[config.mk]
export PLATFORM = sky130hd
export DESIGN_NAME = tkn_link_mgr
export DESIGN_NICKNAME = d
export VERILOG_FILES = /design/src/rtl/tkn_pkg.sv /design/src/rtl/tkn_trig_queue.sv /design/src/rtl/tkn_pass_seq.sv /design/src/rtl/tkn_link_mgr.sv
export SDC_FILE = /design/constraint.sdc
export NUM_CORES = 1
export LEC_CHECK = 0
export BUFFER_PORTS_ARGS = -buffer_cell sky130_fd_sc_hd__buf_4
export CAP_MARGIN = 20
export CORE_MARGIN = 2
export CORE_UTILIZATION = 35
export DETAILED_ROUTE_END_ITERATION = 8
export PLACE_DENSITY_LB_ADDON = 0.2
export SETUP_SLACK_MARGIN = 0.3
export SLEW_MARGIN = 30
export SYNTH_ARGS = -nofsm -noshare
export SYNTH_HDL_FRONTEND = slang
export SYNTH_SLANG_ARGS = --single-unit
[constraint.sdc]
create_clock -name clk -period 7.5 [get_ports clk]
set_input_delay 1.125 -clock clk [delete_from_list [all_inputs] [get_ports clk]]
set_output_delay 1.125 -clock clk [all_outputs]
set_load 0.02 [all_outputs]
[src/rtl/tkn_pkg.sv]
package tkn_pkg;

    localparam int WORD_W = 16;
    localparam int EVT_W  = 8;

    localparam logic [3:0] HDR_TAG = 4'hA;
    localparam logic [3:0] TRL_TAG = 4'hC;

    typedef enum logic [1:0] {
        SQ_IDLE = 2'd0,
        SQ_INJ  = 2'd1,
        SQ_WAIT = 2'd2,
        SQ_TRL  = 2'd3
    } sq_state_e;

    function automatic logic [WORD_W-1:0] mk_hdr(input logic [EVT_W-1:0] evt);
        return {HDR_TAG, 4'h0, evt};
    endfunction

    function automatic logic [WORD_W-1:0] mk_trl(input logic [EVT_W-1:0] evt,
                                                 input logic ovf,
                                                 input logic tmo);
        return {TRL_TAG, 2'b00, ovf, tmo, evt};
    endfunction

endpackage

[src/rtl/tkn_trig_queue.sv]
module tkn_trig_queue #(
    parameter int DEPTH = 8,
    parameter int EVT_W = 8
) (
    input  logic             clk,
    input  logic             rst_n,
    input  logic             clr,
    input  logic             push,
    input  logic             pop,
    output logic             empty,
    output logic [EVT_W-1:0] head,
    output logic             drop
);

    localparam int PTR_W = (DEPTH > 1) ? $clog2(DEPTH) : 1;
    localparam int CNT_W = $clog2(DEPTH + 1);

    typedef struct packed {
        logic [DEPTH-1:0][EVT_W-1:0] mem;
        logic [PTR_W-1:0]            wr;
        logic [PTR_W-1:0]            rd;
        logic [CNT_W-1:0]            cnt;
        logic [EVT_W-1:0]            evt;
    } q_st_t;

    q_st_t st_q, st_d;
    logic  full, acc, pop_ok;

    assign full  = (st_q.cnt == CNT_W'(DEPTH));
    assign empty = (st_q.cnt == '0);
    assign head  = st_q.mem[st_q.rd];

    always_comb begin
        st_d   = st_q;
        pop_ok = pop && !empty;
        acc    = push && (!full || pop_ok);
        drop   = push && full && !pop_ok;
        if (acc) begin
            st_d.mem[st_q.wr] = st_q.evt;
            st_d.wr  = (st_q.wr == PTR_W'(DEPTH - 1)) ? '0 : st_q.wr + PTR_W'(1);
            st_d.evt = st_q.evt + EVT_W'(1);
        end
        if (pop_ok) begin
            st_d.rd = (st_q.rd == PTR_W'(DEPTH - 1)) ? '0 : st_q.rd + PTR_W'(1);
        end
        st_d.cnt = st_q.cnt + CNT_W'(acc) - CNT_W'(pop_ok);
        if (clr) begin
            st_d = '0;
        end
    end

    always_ff @(posedge clk or negedge rst_n) begin
        if (!rst_n) st_q <= '0;
        else        st_q <= st_d;
    end


    cnt_bound_chk: assert property (@(posedge clk) disable iff (!rst_n)
        st_q.cnt <= CNT_W'(DEPTH));


    drop_full_chk: assert property (@(posedge clk) disable iff (!rst_n)
        (drop && !clr) |=> full);


    push_fill_chk: assert property (@(posedge clk) disable iff (!rst_n)
        (push && !full && !clr) |=> !empty);

endmodule

[src/rtl/tkn_pass_seq.sv]
module tkn_pass_seq
    import tkn_pkg::*;
#(
    parameter int TO_W = 12
) (
    input  logic              clk,
    input  logic              rst_n,
    input  logic              clr,
    input  logic              q_empty,
    input  logic [EVT_W-1:0]  q_head,
    input  logic              q_drop,
    input  logic              tok_en,
    input  logic              tok_ret,
    input  logic [TO_W-1:0]   tmo_lim,
    output logic              pop,
    output logic              tok_out,
    output logic              word_vld,
    output logic [WORD_W-1:0] word
);

    typedef struct packed {
        sq_state_e         st;
        logic [TO_W-1:0]   cnt;
        logic [EVT_W-1:0]  evt;
        logic              tmo;
        logic              ovf;
        logic              tok;
        logic              vld;
        logic [WORD_W-1:0] word;
    } sq_st_t;

    sq_st_t st_q, st_d;
    logic   ovf_now, lim_hit;

    assign ovf_now = st_q.ovf | q_drop;
    assign lim_hit = ({1'b0, st_q.cnt} + (TO_W+1)'(1)) >= {1'b0, tmo_lim};

    always_comb begin
        st_d     = st_q;
        st_d.tok = 1'b0;
        st_d.vld = 1'b0;
        st_d.ovf = ovf_now;
        pop      = 1'b0;
        case (st_q.st)
            SQ_IDLE: begin
                if (!q_empty) begin
                    pop       = 1'b1;
                    st_d.evt  = q_head;
                    st_d.tmo  = 1'b0;
                    st_d.vld  = 1'b1;
                    st_d.word = mk_hdr(q_head);
                    st_d.st   = SQ_INJ;
                end
            end
            SQ_INJ: begin
                if (tok_en) begin
                    st_d.tok = 1'b1;
                    st_d.cnt = '0;
                    st_d.st  = SQ_WAIT;
                end else begin
                    st_d.st = SQ_TRL;
                end
            end
            SQ_WAIT: begin
                if (tok_ret) begin
                    st_d.st = SQ_TRL;
                end else if (lim_hit) begin
                    st_d.tmo = 1'b1;
                    st_d.st  = SQ_TRL;
                end else begin
                    st_d.cnt = st_q.cnt + TO_W'(1);
                end
            end
            default: begin
                st_d.vld  = 1'b1;
                st_d.word = mk_trl(st_q.evt, ovf_now, st_q.tmo);
                st_d.ovf  = 1'b0;
                st_d.st   = SQ_IDLE;
            end
        endcase
        if (clr) begin
            st_d = '0;
        end
    end

    always_ff @(posedge clk or negedge rst_n) begin
        if (!rst_n) st_q <= '0;
        else        st_q <= st_d;
    end

    assign tok_out  = st_q.tok;
    assign word_vld = st_q.vld;
    assign word     = st_q.word;


    tok_single_chk: assert property (@(posedge clk) disable iff (!rst_n)
        tok_out |=> !tok_out);


    tok_gated_chk: assert property (@(posedge clk) disable iff (!rst_n)
        tok_out |-> $past(tok_en));


    word_tok_excl_chk: assert property (@(posedge clk) disable iff (!rst_n)
        !(word_vld && tok_out));


    hdr_gap_chk: assert property (@(posedge clk) disable iff (!rst_n)
        (word_vld && word[15:12] == HDR_TAG) |=> !word_vld);


    cnt_lim_chk: assert property (@(posedge clk) disable iff (!rst_n)
        (st_q.st == SQ_WAIT && tmo_lim != '0) |-> st_q.cnt < tmo_lim);

endmodule

[src/rtl/tkn_link_mgr.sv]
module tkn_link_mgr
    import tkn_pkg::*;
#(
    parameter int DEPTH = 8,
    parameter int TO_W  = 12
) (
    input  logic              clk,
    input  logic              rst_n,
    input  logic              ctl_trig,
    input  logic              ctl_rst,
    input  logic              trig_fwd_en,
    input  logic              tok_fwd_en,
    input  logic [TO_W-1:0]   tmo_lim,
    input  logic              tok_ret,
    output logic              chip_clk,
    output logic              chip_trig,
    output logic              chip_rst,
    output logic              tok_out,
    output logic              word_vld,
    output logic [WORD_W-1:0] word
);

    typedef struct packed {
        logic trig;
        logic rst;
    } fwd_st_t;

    fwd_st_t          fwd_q, fwd_d;
    logic             push, pop, q_empty, q_drop;
    logic [EVT_W-1:0] q_head;

    assign push = ctl_trig && trig_fwd_en;

    always_comb begin
        fwd_d      = fwd_q;
        fwd_d.trig = push;
        fwd_d.rst  = ctl_rst;
    end

    always_ff @(posedge clk or negedge rst_n) begin
        if (!rst_n) fwd_q <= '0;
        else        fwd_q <= fwd_d;
    end

    assign chip_clk  = clk;
    assign chip_trig = fwd_q.trig;
    assign chip_rst  = fwd_q.rst;

    tkn_trig_queue #(
        .DEPTH (DEPTH),
        .EVT_W (EVT_W)
    ) u_queue (
        .clk   (clk),
        .rst_n (rst_n),
        .clr   (ctl_rst),
        .push  (push),
        .pop   (pop),
        .empty (q_empty),
        .head  (q_head),
        .drop  (q_drop)
    );

    tkn_pass_seq #(
        .TO_W (TO_W)
    ) u_seq (
        .clk      (clk),
        .rst_n    (rst_n),
        .clr      (ctl_rst),
        .q_empty  (q_empty),
        .q_head   (q_head),
        .q_drop   (q_drop),
        .tok_en   (tok_fwd_en),
        .tok_ret  (tok_ret),
        .tmo_lim  (tmo_lim),
        .pop      (pop),
        .tok_out  (tok_out),
        .word_vld (word_vld),
        .word     (word)
    );


    trig_gate_chk: assert property (@(posedge clk) disable iff (!rst_n)
        !$past(trig_fwd_en) |-> !chip_trig);


    clr_quiet_chk: assert property (@(posedge clk) disable iff (!rst_n)
        $past(ctl_rst) |-> (!word_vld && !tok_out));

endmodule

==> Yosys cells after proc, flatten, opt, wreduce, memory -nomap -nowiden <==
Cells that the tools add are included.
{ "classes": {"n_addsub": 7, "eq_ne": 13, "n_mux": 33, "n_reduce_logical": 24, "bitwise": 1, "order_cmp": 4} }
{ "op_table": {"columns": ["op", "count"], "rows": [
  ["$mux 82", 1],
  ["$mux 67", 1],
  ["$bwmux 64", 1],
  ["$mux 42", 1],
  ["$mux 12", 3],
  ["$pmux 17 s2", 1],
  ["$mux 8", 4],
  ["$bmux 8 s3", 1],
  ["$demux 8 s3", 1],
  ["$pmux 12 s2", 1],
  ["$mux 17", 1],
  ["$add 12x1->13 const B", 1],
  ["$ge 13x12->1", 1],
  ["$add 12x1->12 const B", 1],
  ["$ne 3x3->1 const B", 4],
  ["$mux 3", 3],
  ["$mux 9", 1],
  ["$add 8x1->8 const B", 1],
  ["$lt 3x4->1 const B", 2],
  ["$mux 1", 8],
  ["$reduce_and 4->1", 2],
  ["$add 3x1->3 const B", 2],
  ["$eq 3x3->1 const B", 2],
  ["$logic_and 1x1->1", 6],
  ["23 further kinds", 32]
]} }
{ "totals": {"out_inout_bits": 21, "elab_cells": 104, "ff_bits": 126, "inputBits": 19} }

==> Logic depth before layout (Yosys ltp) <==
{ "depth": {"word_depth": 9, "mapped_depth": 13, "mapped_depth_nobuf": 12} }

==> Cells and area by module <==
From an unflattened synthesis, not the netlist that was laid out.
{ "unflattened": {"hier_cells": 603, "area_unflattened_um2": 6760.2} }
{ "by_module_without_submodules": {"columns": ["module", "area_per_inst_um2", "instances", "seq_area_each_um2", "cells_each"], "rows": [
  ["tkn_trig_queue", 4280.4, 1, 2052.0, 356],
  ["tkn_pass_seq", 2416.1, 1, 975.9, 243],
  ["tkn_link_mgr", 63.8, 1, 50.0, 4]
]} }

==> flow_summary.yaml <==
placement:
  placed_cells: 830
  place_congestion: 0.860
  detailed_place_hpwl_um: 9310
  io_buffers: 36
clock_network:
  clkLatencyLatePin_ns: 0.52
  cts_setup_buffers: 0
  post_cts_resize_count: 0
  tritoncts: "built"
  hold_buffers: 0
  clk_pin_slew_ns: 0.06
sta:
  rsz0062_at_grt: "false"
  setup_viol: 0
  setup-tns-final_ns: 0
  finClkSkew_ns: 0.00807
  slew_viol_final: 0
  final_hold_viol_count: 0
  tightest_slew_ns: 0.950
  slew_headroom: 0.367
global_route:
  antenna_found_initial: 0
  grt_util_all_layers: 0.158
  grt_pass1_wl_um: 24000
  grt_remaining_overflow: 0
  first_global_vias: 4458
  grt_max_degree: 104
power:
  power_density_nw_per_um2: 285
  vdd_drop_max_mv: 0.147
  p_leak_uw: 0.00359
layout:
  fin_nets: 672
  synthToLayoutAreaGrowth_pct: 15.4
  layout.cells.non_filler: 865
  fill_cells: 1713
  final_util: 0.415
  drive_gt1_frac: 0.153
  register_area_um2: 3080
  n_antenna_cell: 0
  multi_input_area_um2: 3040
yosys:
  synthDistinctLibCells: 49
  synth_seq_cells: 123
  ys_top_cells_by_count: "123 x dfrtp_1, 102 x nor2_1, 79 x mux2i_1"
  synth_ff_type: "dfrtp_1"
  synth_area_leaders: "dfrtp_1 47%, mux2i_1 12%, nor2_1 5.9%"
  synth.largest_area_cell: "dfrtp_1"
  syn-cell-area_um2: 6510
  synth.most_common_cell: "dfrtp_1"
  synth-seq-area-share: 0.473
  ys_warn_count: 0
  synth_edf_count: 0
  synth_top_area_share: 0.473
  syn_area_per_cell_um2: 10.6
  synth_cells: 617
  async_reset_ff_frac: 1.00
setup_path:
  required_ns: 6.38
  start_kind: "clock port"
  cp_data_arrival_time_ns: 4.14
  path_max_fanout: 2
  path_class: "clock port to output pin"
  endpoint_kind: "output pin"
route:
  vias: 4483
  first_pass_iters: 5
  drc: 0
  routed_via_density: 5.18
  ant_nets: 0
  drt_iter0_drc: 266
  wl_um: 14400
  wl_per_cell_um: 16.7
floorplan:
  row_count: 49
  dieArea_um2: 19700
  fp.dieH_um: 140
  initial_core_util: 0.360
  fp.dieW_um: 140
  io_pins: 40
  core-area_um2: 18100
status:
  status: "finished, final reports clean"
run:
  maxCapViolCount: 0
min_path:
  hold_class: "flip-flop to flip-flop"
metal layers:
layer,GRT usage,routed length [um],vias to the layer above
li1,-,-,2112
met1,0.230,7150,2257
met2,0.226,6520,106
met3,0.0441,662,8
met4,0.0510,102,0
met5,0,0,-
cell type report:
type	instances	area share
flip-flops and latches	123	0.410
inverters	33	0.0165
repair buffers	39	0.0400
clock inverters	11	0.0192
clock buffers	25	0.0723
well taps	229	0.0381
multi-input cells	405	0.404
worst max-delay path, stage by stage:
cell and delay [ns]:
clkbuf_16 0.12, clkbuf_16 0.13, buf_4 0.15
cells in the final DEF, fill, tap and decap left out, drive strengths merged, types with 5 or more instances in the layout:
cell type  instances
dfrtp            123
nor2             102
mux2i             79
buf               40
inv               33
nand2             33
ha                29
clkbuf            24
a21oi             18
mux4              16
o21ai             14
xnor2             13
a211oi            11
nor3              11
nand3             11
a22oi              9
nand4              7
xor2               5
power by group:
part,internal (uW),switching [uW]
clock network,613,316
logic,172,270
registers,716,52.3
final timing paths:
kind                                                end  depth (start not counted)                  startpoint  slack [ns]
max in group asynchronous  u_queue.st_q[70]$_DFFE_PN0P_                          2                       rst_n        5.75
hold / removal               u_seq.word[14]$_DFFE_PN0P_                          2  u_seq.word[14]$_DFFE_PN0P_        0.48
min in group asynchronous    u_seq.st_q[34]$_DFFE_PN0P_                          1                       rst_n        0.64
hold reg to reg              u_seq.word[14]$_DFFE_PN0P_                          2  u_seq.word[14]$_DFFE_PN0P_        0.48
setup reg to reg             u_seq.st_q[39]$_DFFE_PN0P_                         10  u_seq.st_q[28]$_DFFE_PN0P_        3.99
setup / recovery                               chip_clk                          3                         clk        2.23
state kept, by name (all words and copies together) (netlist names):
name            count
u_seq.word_vld      1
u_seq.st_q         24
u_seq.tok_out       1
u_seq.word         13
chip_rst            1
u_queue.st_q       82
chip_trig           1
through the flow:
step                      total power, uW  hold slack (ns)  setup WS, ns  area [um^2]
after floorplan                      1130            0.448          2.49         6520
final                                2140            0.484          2.23         7510
after global routing                 2260            0.517          2.22         7510
after detailed placement             1240            0.473          2.49         6820
after global placement               1230            0.465          2.49         6820
after CTS                            2160            0.486          2.23         7500
logic make-up after synthesis:
logic type               synth area share
multiplexers                        0.177
buffers and inverters              0.0650
adder cells (fa/ha/maj)            0.0588
other                            0.000576
AO/OA/AOI/OAI                      0.0692
flip-flops                          0.473
XOR/XNOR                           0.0242
AND/OR/NAND/NOR                     0.133
Note: power is estimated with default switching activity, not from simulation.
